--- config.mk ---
export PLATFORM = sky130hd
export DESIGN_NAME = pgood_ctrl
export DESIGN_NICKNAME = d
export VERILOG_FILES = /design/src/rtl/pgood_pkg.sv /design/src/rtl/pgood_start_trk.sv /design/src/rtl/pgood_ovld_mon.sv /design/src/rtl/pgood_therm.sv /design/src/rtl/pgood_ctrl.sv
export SDC_FILE = /design/constraint.sdc
export NUM_CORES = 1
export LEC_CHECK = 0
export BUFFER_PORTS_ARGS = -buffer_cell sky130_fd_sc_hd__buf_2
export CORE_AREA = 3 3 40 42
export DETAILED_ROUTE_END_ITERATION = 12
export DIE_AREA = 0 0 43 45
export GPL_TIMING_DRIVEN = 0
export PLACE_DENSITY_LB_ADDON = 0.25
export RECOVER_POWER = 100
export SLEW_MARGIN = 15
export SYNTH_ARGS = -nofsm -noshare
export SYNTH_HDL_FRONTEND = slang
export SYNTH_HIERARCHICAL = 1
export SYNTH_SLANG_ARGS = --single-unit
export TNS_END_PERCENT = 30
--- constraint.sdc ---
create_clock -name clk -period 2.3 [get_ports clk]
set_input_delay 0.115 -clock clk [delete_from_list [all_inputs] [get_ports clk]]
set_output_delay 0.115 -clock clk [all_outputs]
set_load 0.02 [all_outputs]
--- src/rtl/pgood_pkg.sv ---
package pgood_pkg;
   localparam int DEF_TEMP_W  = 8;
   localparam int DEF_HOT_C   = 120;
   localparam int DEF_COOL_C  = 100;
   localparam int DEF_OVLD_US = 64;

   typedef enum logic [1:0] {
      WARN_NONE  = 2'b00,
      WARN_OVLD  = 2'b01,
      WARN_HOT   = 2'b10,
      WARN_BOTH  = 2'b11
   } warn_e;

   function automatic logic pg_allow(input logic started, input warn_e w, input logic flt);
      return started && (w == WARN_NONE) && !flt;
   endfunction
endpackage

--- src/rtl/pgood_start_trk.sv ---
module pgood_start_trk (
   input  logic clk,
   input  logic rst_n,
   input  logic ss_done,
   input  logic fault_state,
   output logic started
);
   always_ff @(posedge clk or negedge rst_n) begin
      if (!rst_n)           started <= 1'b0;
      else if (fault_state) started <= 1'b0;
      else if (ss_done)     started <= 1'b1;
   end

   // a pulse seen during a fault never records a start
   assert_no_start_in_fault_R9: assert property (@(posedge clk) disable iff (!rst_n)
      (fault_state && !started) |=> !started);
endmodule

--- src/rtl/pgood_ovld_mon.sv ---
module pgood_ovld_mon #(
   parameter int OVLD_US = 64
) (
   input  logic clk,
   input  logic rst_n,
   input  logic en,
   input  logic tick,
   input  logic ilim,
   output logic warn
);
   localparam int CW = $clog2(OVLD_US + 1);
   localparam logic [CW-1:0] LAST = CW'(OVLD_US - 1);
   localparam logic [CW-1:0] FULL = CW'(OVLD_US);

   initial begin
      assert (OVLD_US >= 1) else $error("OVLD_US must be at least 1");
   end

   logic [CW-1:0] cnt;

   always_ff @(posedge clk or negedge rst_n) begin
      if (!rst_n) begin
         cnt  <= '0;
         warn <= 1'b0;
      end else if (!en) begin
         cnt  <= '0;
         warn <= 1'b0;
      end else begin
         if (!ilim)                    cnt <= '0;
         else if (tick && cnt != FULL) cnt <= cnt + 1'b1;
         if (ilim && tick && cnt == LAST) warn <= 1'b1;
         else if (!ilim && tick)          warn <= 1'b0;
      end
   end

   // a warning only appears on a tick taken with the limit engaged
   assert_ovld_rise_R3: assert property (@(posedge clk) disable iff (!rst_n)
      $rose(warn) |-> ($past(ilim) && $past(tick)));
   // a dropout leaves the count empty
   assert_cnt_clear_R4: assert property (@(posedge clk) disable iff (!rst_n)
      !ilim |=> (cnt == '0));
   // without a tick the warning cannot clear
   assert_warn_hold_R5: assert property (@(posedge clk) disable iff (!rst_n)
      (warn && en && !tick) |=> warn);
endmodule

--- src/rtl/pgood_therm.sv ---
module pgood_therm #(
   parameter int TEMP_W  = 8,
   parameter int HOT_C   = 120,
   parameter int COOL_C  = 100,
   parameter bit HYST_EN = 1'b1
) (
   input  logic              clk,
   input  logic              rst_n,
   input  logic [TEMP_W-1:0] temp,
   output logic              hot
);
   localparam logic [TEMP_W-1:0] HOT_T  = TEMP_W'(HOT_C);
   localparam logic [TEMP_W-1:0] COOL_T = TEMP_W'(COOL_C);

   initial begin
      assert (TEMP_W >= 2 && TEMP_W <= 16) else $error("TEMP_W out of range");
      assert (HOT_C < (1 << TEMP_W)) else $error("HOT_C exceeds code range");
      assert (COOL_C <= HOT_C) else $error("COOL_C must not exceed HOT_C");
   end

   generate
      if (HYST_EN) begin : g_hyst
         always_ff @(posedge clk or negedge rst_n) begin
            if (!rst_n)              hot <= 1'b0;
            else if (temp > HOT_T)   hot <= 1'b1;
            else if (temp < COOL_T)  hot <= 1'b0;
         end
         // inside the band the latch keeps its state
         assert_hot_hold_R7: assert property (@(posedge clk) disable iff (!rst_n)
            (hot && temp >= COOL_T) |=> hot);
      end else begin : g_plain
         always_ff @(posedge clk or negedge rst_n) begin
            if (!rst_n) hot <= 1'b0;
            else        hot <= (temp > HOT_T);
         end
      end
   endgenerate

   // above the upper threshold the latch is set
   assert_hot_set_R6: assert property (@(posedge clk) disable iff (!rst_n)
      (temp > HOT_T) |=> hot);
endmodule

--- src/rtl/pgood_ctrl.sv ---
module pgood_ctrl #(
   parameter int TEMP_W  = pgood_pkg::DEF_TEMP_W,
   parameter int HOT_C   = pgood_pkg::DEF_HOT_C,
   parameter int COOL_C  = pgood_pkg::DEF_COOL_C,
   parameter int OVLD_US = pgood_pkg::DEF_OVLD_US,
   parameter bit HYST_EN = 1'b1
) (
   input  logic              clk,
   input  logic              rst_n,
   input  logic              ss_done,
   input  logic              fault_state,
   input  logic              ilim_active,
   input  logic              us_tick,
   input  logic [TEMP_W-1:0] die_temp,
   output logic              pg_pull_low,
   output logic              pg_status
);
   import pgood_pkg::*;

   logic  started_q;
   logic  ovld_q;
   logic  hot_q;
   warn_e warn_w;
   logic  pg_q;

   pgood_start_trk u_start (
      .clk         (clk),
      .rst_n       (rst_n),
      .ss_done     (ss_done),
      .fault_state (fault_state),
      .started     (started_q)
   );

   pgood_ovld_mon #(.OVLD_US(OVLD_US)) u_ovld (
      .clk   (clk),
      .rst_n (rst_n),
      .en    (started_q),
      .tick  (us_tick),
      .ilim  (ilim_active),
      .warn  (ovld_q)
   );

   pgood_therm #(
      .TEMP_W  (TEMP_W),
      .HOT_C   (HOT_C),
      .COOL_C  (COOL_C),
      .HYST_EN (HYST_EN)
   ) u_therm (
      .clk   (clk),
      .rst_n (rst_n),
      .temp  (die_temp),
      .hot   (hot_q)
   );

   assign warn_w = warn_e'({hot_q, ovld_q});

   always_ff @(posedge clk or negedge rst_n) begin
      if (!rst_n) pg_q <= 1'b0;
      else        pg_q <= pg_allow(started_q, warn_w, fault_state);
   end

   assign pg_status   = pg_q;
   assign pg_pull_low = ~pg_q;

   // a fault drops the flag on the next edge
   assert_fault_drop_R8: assert property (@(posedge clk) disable iff (!rst_n)
      fault_state |=> !pg_status);
   // the hot latch holds the flag down
   assert_hot_drop_R6: assert property (@(posedge clk) disable iff (!rst_n)
      hot_q |=> !pg_status);
   // the flag only rises once a start is on record
   assert_rise_needs_start_R2: assert property (@(posedge clk) disable iff (!rst_n)
      $rose(pg_status) |-> $past(started_q));
   // a standing overload warning holds the flag down
   assert_ovld_drop_R3: assert property (@(posedge clk) disable iff (!rst_n)
      ovld_q |=> !pg_status);
endmodule

## Word-level counts from Yosys, hierarchy flattened

Cells that the tools add are included.
Widths: inputs -> output; s select.

- Register bits: 11
- Logic and storage cells: 34
- Input bits: 14
- Output and inout bits: 2

- Equal/unequal tests: 4
- Mux-type cells: 10
- Magnitude comparators: 2
- Add/subtract/negate cells: 1
- Reduce and logical (&&, ||, !) cells: 11
- Bitwise operators: 1

Operator list:

| operator | number |
|---|---|
| $mux 7 | 3 |
| $gt 8x7->1 const B | 1 |
| $lt 8x7->1 const B | 1 |
| $add 7x1->7 const B | 1 |
| $eq 7x6->1 const B | 1 |
| $mux 1 | 7 |
| $ne 7x7->1 const B | 1 |
| $logic_and 1x1->1 | 6 |
| $reduce_bool 2->1 | 2 |
| $ne 3x1->1 const B | 1 |
| $ne 3x2->1 const B | 1 |
| $logic_not 1->1 | 2 |
| $logic_not 2->1 | 1 |
| $not 1->1 | 1 |

## Logic depth before layout (Yosys ltp)

- Word-level depth: 5
- Depth in mapped cells: 5
- Mapped depth without buffers: 5

## Hierarchy

Netlist, hierarchy kept.

By module, submodules not included:

| module | instances | seq. area each (um^2) | area each (um^2) | cells an instance |
|---|---|---|---|---|
| pgood_ovld_mon | 1 | 200.2 | 424.2 | 45 |
| pgood_therm | 1 | 25.0 | 56.3 | 5 |
| pgood_ctrl | 1 | 25.0 | 43.8 | 3 |
| pgood_start_trk | 1 | 25.0 | 35.0 | 2 |

## Worst setup path after synthesis

Ideal clock, no wire load.

- Path kind: reg-to-reg
- Start: register u_ovld.cnt[0]
- End: register u_ovld.cnt[0]
- Slack: 1046 ps
- Setup time: 79 ps
- Stages on the path, launching flop included: 6
- Period minus slack after synthesis: 1254 ps
- Path buffers: 0
- Data arrival time: 1175 ps
- Required time: 2221 ps
- Cells stage by stage: dfrtp_1 inv_1 ha_1 and2_1 a21oi_1 mux2i_1

- Cells in the longest elaborated chain, start to end: 4
- Elaborated cells between the ends (all ways): 7
- Classes of those cells: add/sub: 1; eq/ne: 2; mux: 3; reduce/logical: 1

RTL lines:

| what | line | text |
|---|---|---|
| start, declared | pgood_ovld_mon.sv:19 | `logic [CW-1:0] cnt;` |
| start signal, assigned | pgood_ovld_mon.sv:30 | `else if (tick && cnt != FULL) cnt <= cnt + 1'b1;` |
| $add 7x1->7 | pgood_ovld_mon.sv:30 |  |
| $mux 7 | pgood_ovld_mon.sv:30 |  |
| $mux 7 | pgood_ovld_mon.sv:29 | `if (!ilim) cnt <= '0;` |
| $mux 7 | pgood_ovld_mon.sv:25 | `end else if (!en) begin` |

Parallel ways exist; a longest one is shown, timed or not. The select of a mux whose other input is x is not followed.
A chain may end at the register's enable or synchronous reset.

## Worst setup path in the final report

- Start: register u_ovld.cnt[0]
- End: register u_ovld.cnt[1]

Same word-level chain as after synthesis.

==> reports/results.txt <==
Post-Route WL - 1090 µm
Clk_lat worst skew - 0.27 ns
Initial antenna violation count - 0
Syn nets - 71
Worst EP arrival - 1.58 ns
Avg Cell Area, Syn - 10.2 µm²
Clock tree buffer depth - 2
Register area share after synthesis - 0.492
Via count - 485
CTS Hold Bufs - 2
Unique cell type count in the Yosys netlist - 21
Row count - 13
Largest net degree at the start of global routing - 12
Hold crit path type - in -> reg
Req. time, crit path - 2.50 ns
CTS H-tree lvls - 1
Slowest cell on the critical path - dfrtp_1
Total global routing overflow - 0
Clk sinks - 11
Port buffer count - 15
Setup violators final - 0
Cell area after synthesis - 559 µm²
Power density cells - 545 nW/µm²
Vias in the first global route - 466
Most frequent cells in the layout - buf_2, dfrtp_1, nand3_1
Ranking of synthesized cells by area - dfrtp_1, nand3_1, a21oi_1
Max-slew violation count - 0
Final setup margin - 0.918 ns
Leakage - 0.307 nW
Commonest non-fill, non-tap cell in the layout - buf_2
Setup crit start kind - register
Slowest stage delay, CP - 0.42 ns
I/O pin count - 16
GP Congestion - 0.725
Delay-heaviest family, CP - flip-flops
Final min period - 1.38 ns
Warnings, synthesis - 6
Max cap viols - 0
RSZ-0062 raised after global routing - no
Yosys reg bits - 11
CTS Buf Count - 3
Synthesized instance count - 55
First-pass GRT wire length - 2010 µm
Critical path fanouts, max - 5
CP Capture Type - register
Post-DRT Antenna Nets - 0
Final period util - 0.601
Initial Util - 0.435
Drt first pass iters - 4
Reg clk slew, reported paths - 0.08 ns
Ant. Diodes - 0
Max frequency - 724 MHz
CTS root buf - clkbuf_4
Post-synth top area share - 0.492
Routed length per instance - 12.0 µm
DRT iter0 DRCs - 6
CORE AREA - 1280 µm²
Crit Path Class - reg -> reg
Total GRT Usage - 0.144
Setup slack at placement - 0.944 ns
DP HPWL - 863 µm
Crit path cell chain - inv_1 > ha_1 > and2_0 > a21oi_1 > mux2i_1
Via density - 5.33
Finished Core Util - 0.534
Die height - 45 µm
Worst Tran Pin Value - 0.612 ns
Worst hold slack - 0.0862 ns
Run status - completed
Final Power - 0.374 mW
DRC violations left - 0
Post-CTS Setup Inserts - 0
Die Width - 43 µm
# nets final - 93
Max-slew headroom - 0.592
Die ar. - 1940 µm²
CP bufs+invs - 1
Layout area overhead - 22.6%
Final TNS setup - 0 ns
Clock Skews - 0.00150 ns
Post-CTS Resized - 0
Share of cells above drive strength 1 - 0.224
Cell taking the most area after synthesis - dfrtp_1
TritonCTS clock tree - yes
Worst vdd ir - 336 µV
Final Hold Vio Count - 0
-- per-stage QoR --
stage | cells | area (µm²)
floorplan | 55 | 559
global placement | 85 | 653
detailed placement | 85 | 653
CTS | 91 | 701
global route | 91 | 686
finish | 91 | 686
-- flip-flops by register name, indices dropped and copies added, names as in the netlist --
register / cells
u_ovld/cnt: 7
pg_status: 1
u_ovld/warn: 1
u_start/started: 1
u_therm/hot: 1
-- cells by family after synthesis --
kind of cell / count (synthesis) / synth area share
AND/OR/NAND/NOR: 20 / 0.206
AO/OA/AOI/OAI: 13 / 0.157
XOR/XNOR: 2 / 0.0313
adder cells (fa/ha/maj): 2 / 0.0447
multiplexers: 2 / 0.0358
flip-flops: 11 / 0.492
buffers and inverters: 5 / 0.0336
-- final cells by class --
type | instances | area (µm²)
fill | 124 | 599
sequential | 11 | 275
multi-input combinational | 39 | 254
timing repair buffer | 17 | 91.3
clock buffer | 3 | 22.5
inverter | 5 | 18.8
tap | 15 | 18.8
clock inverter | 1 | 5.00
-- where the power goes --
part / internal [mW] / switching (mW)
Clock: 0.0644 / 0.0710
Combinational: 0.0174 / 0.0183
Sequential: 0.198 / 0.00501
-- path summary, 6_finish.rpt --
path,from,to,slack (ns),cells after the start
hold reg to reg,u_ovld/warn,pg_status,0.44,1
setup reg to reg,u_ovld/cnt[0],u_ovld/cnt[1],0.92,5
max in group asynchronous,rst_n,u_ovld/cnt[3],1.54,2
hold / removal,ss_done,u_start/started,0.09,2
setup / recovery,u_ovld/cnt[0],u_ovld/cnt[1],0.92,5
min in group asynchronous,rst_n,u_ovld/cnt[4],0.36,2
-- cells in the mapped netlist --
cell type / instances
o311ai_0: 1
o21ba_1: 1
mux2i_1: 2
a2bb2oi_1: 1
nand3_1: 6
dfrtp_1: 11
nor4b_2: 1
inv_1: 5
a211o_2: 1
a21oi_1: 5
nand3_2: 1
o311a_1: 1
xor2_1: 2
nor2_1: 3
nor4_1: 1
or3_1: 2
o21ai_0: 3
nand2_1: 3
nand4_1: 2
and2_1: 1
ha_1: 2
-- metal layers --
metal,wire [µm],global-route usage,vias up
met5,0,0,-
met4,30,0.127,0
met3,53,0.0239,4
met2,492,0.222,17
met1,514,0.176,222
li1,-,-,242
Power figures use the tool's default switching activity.
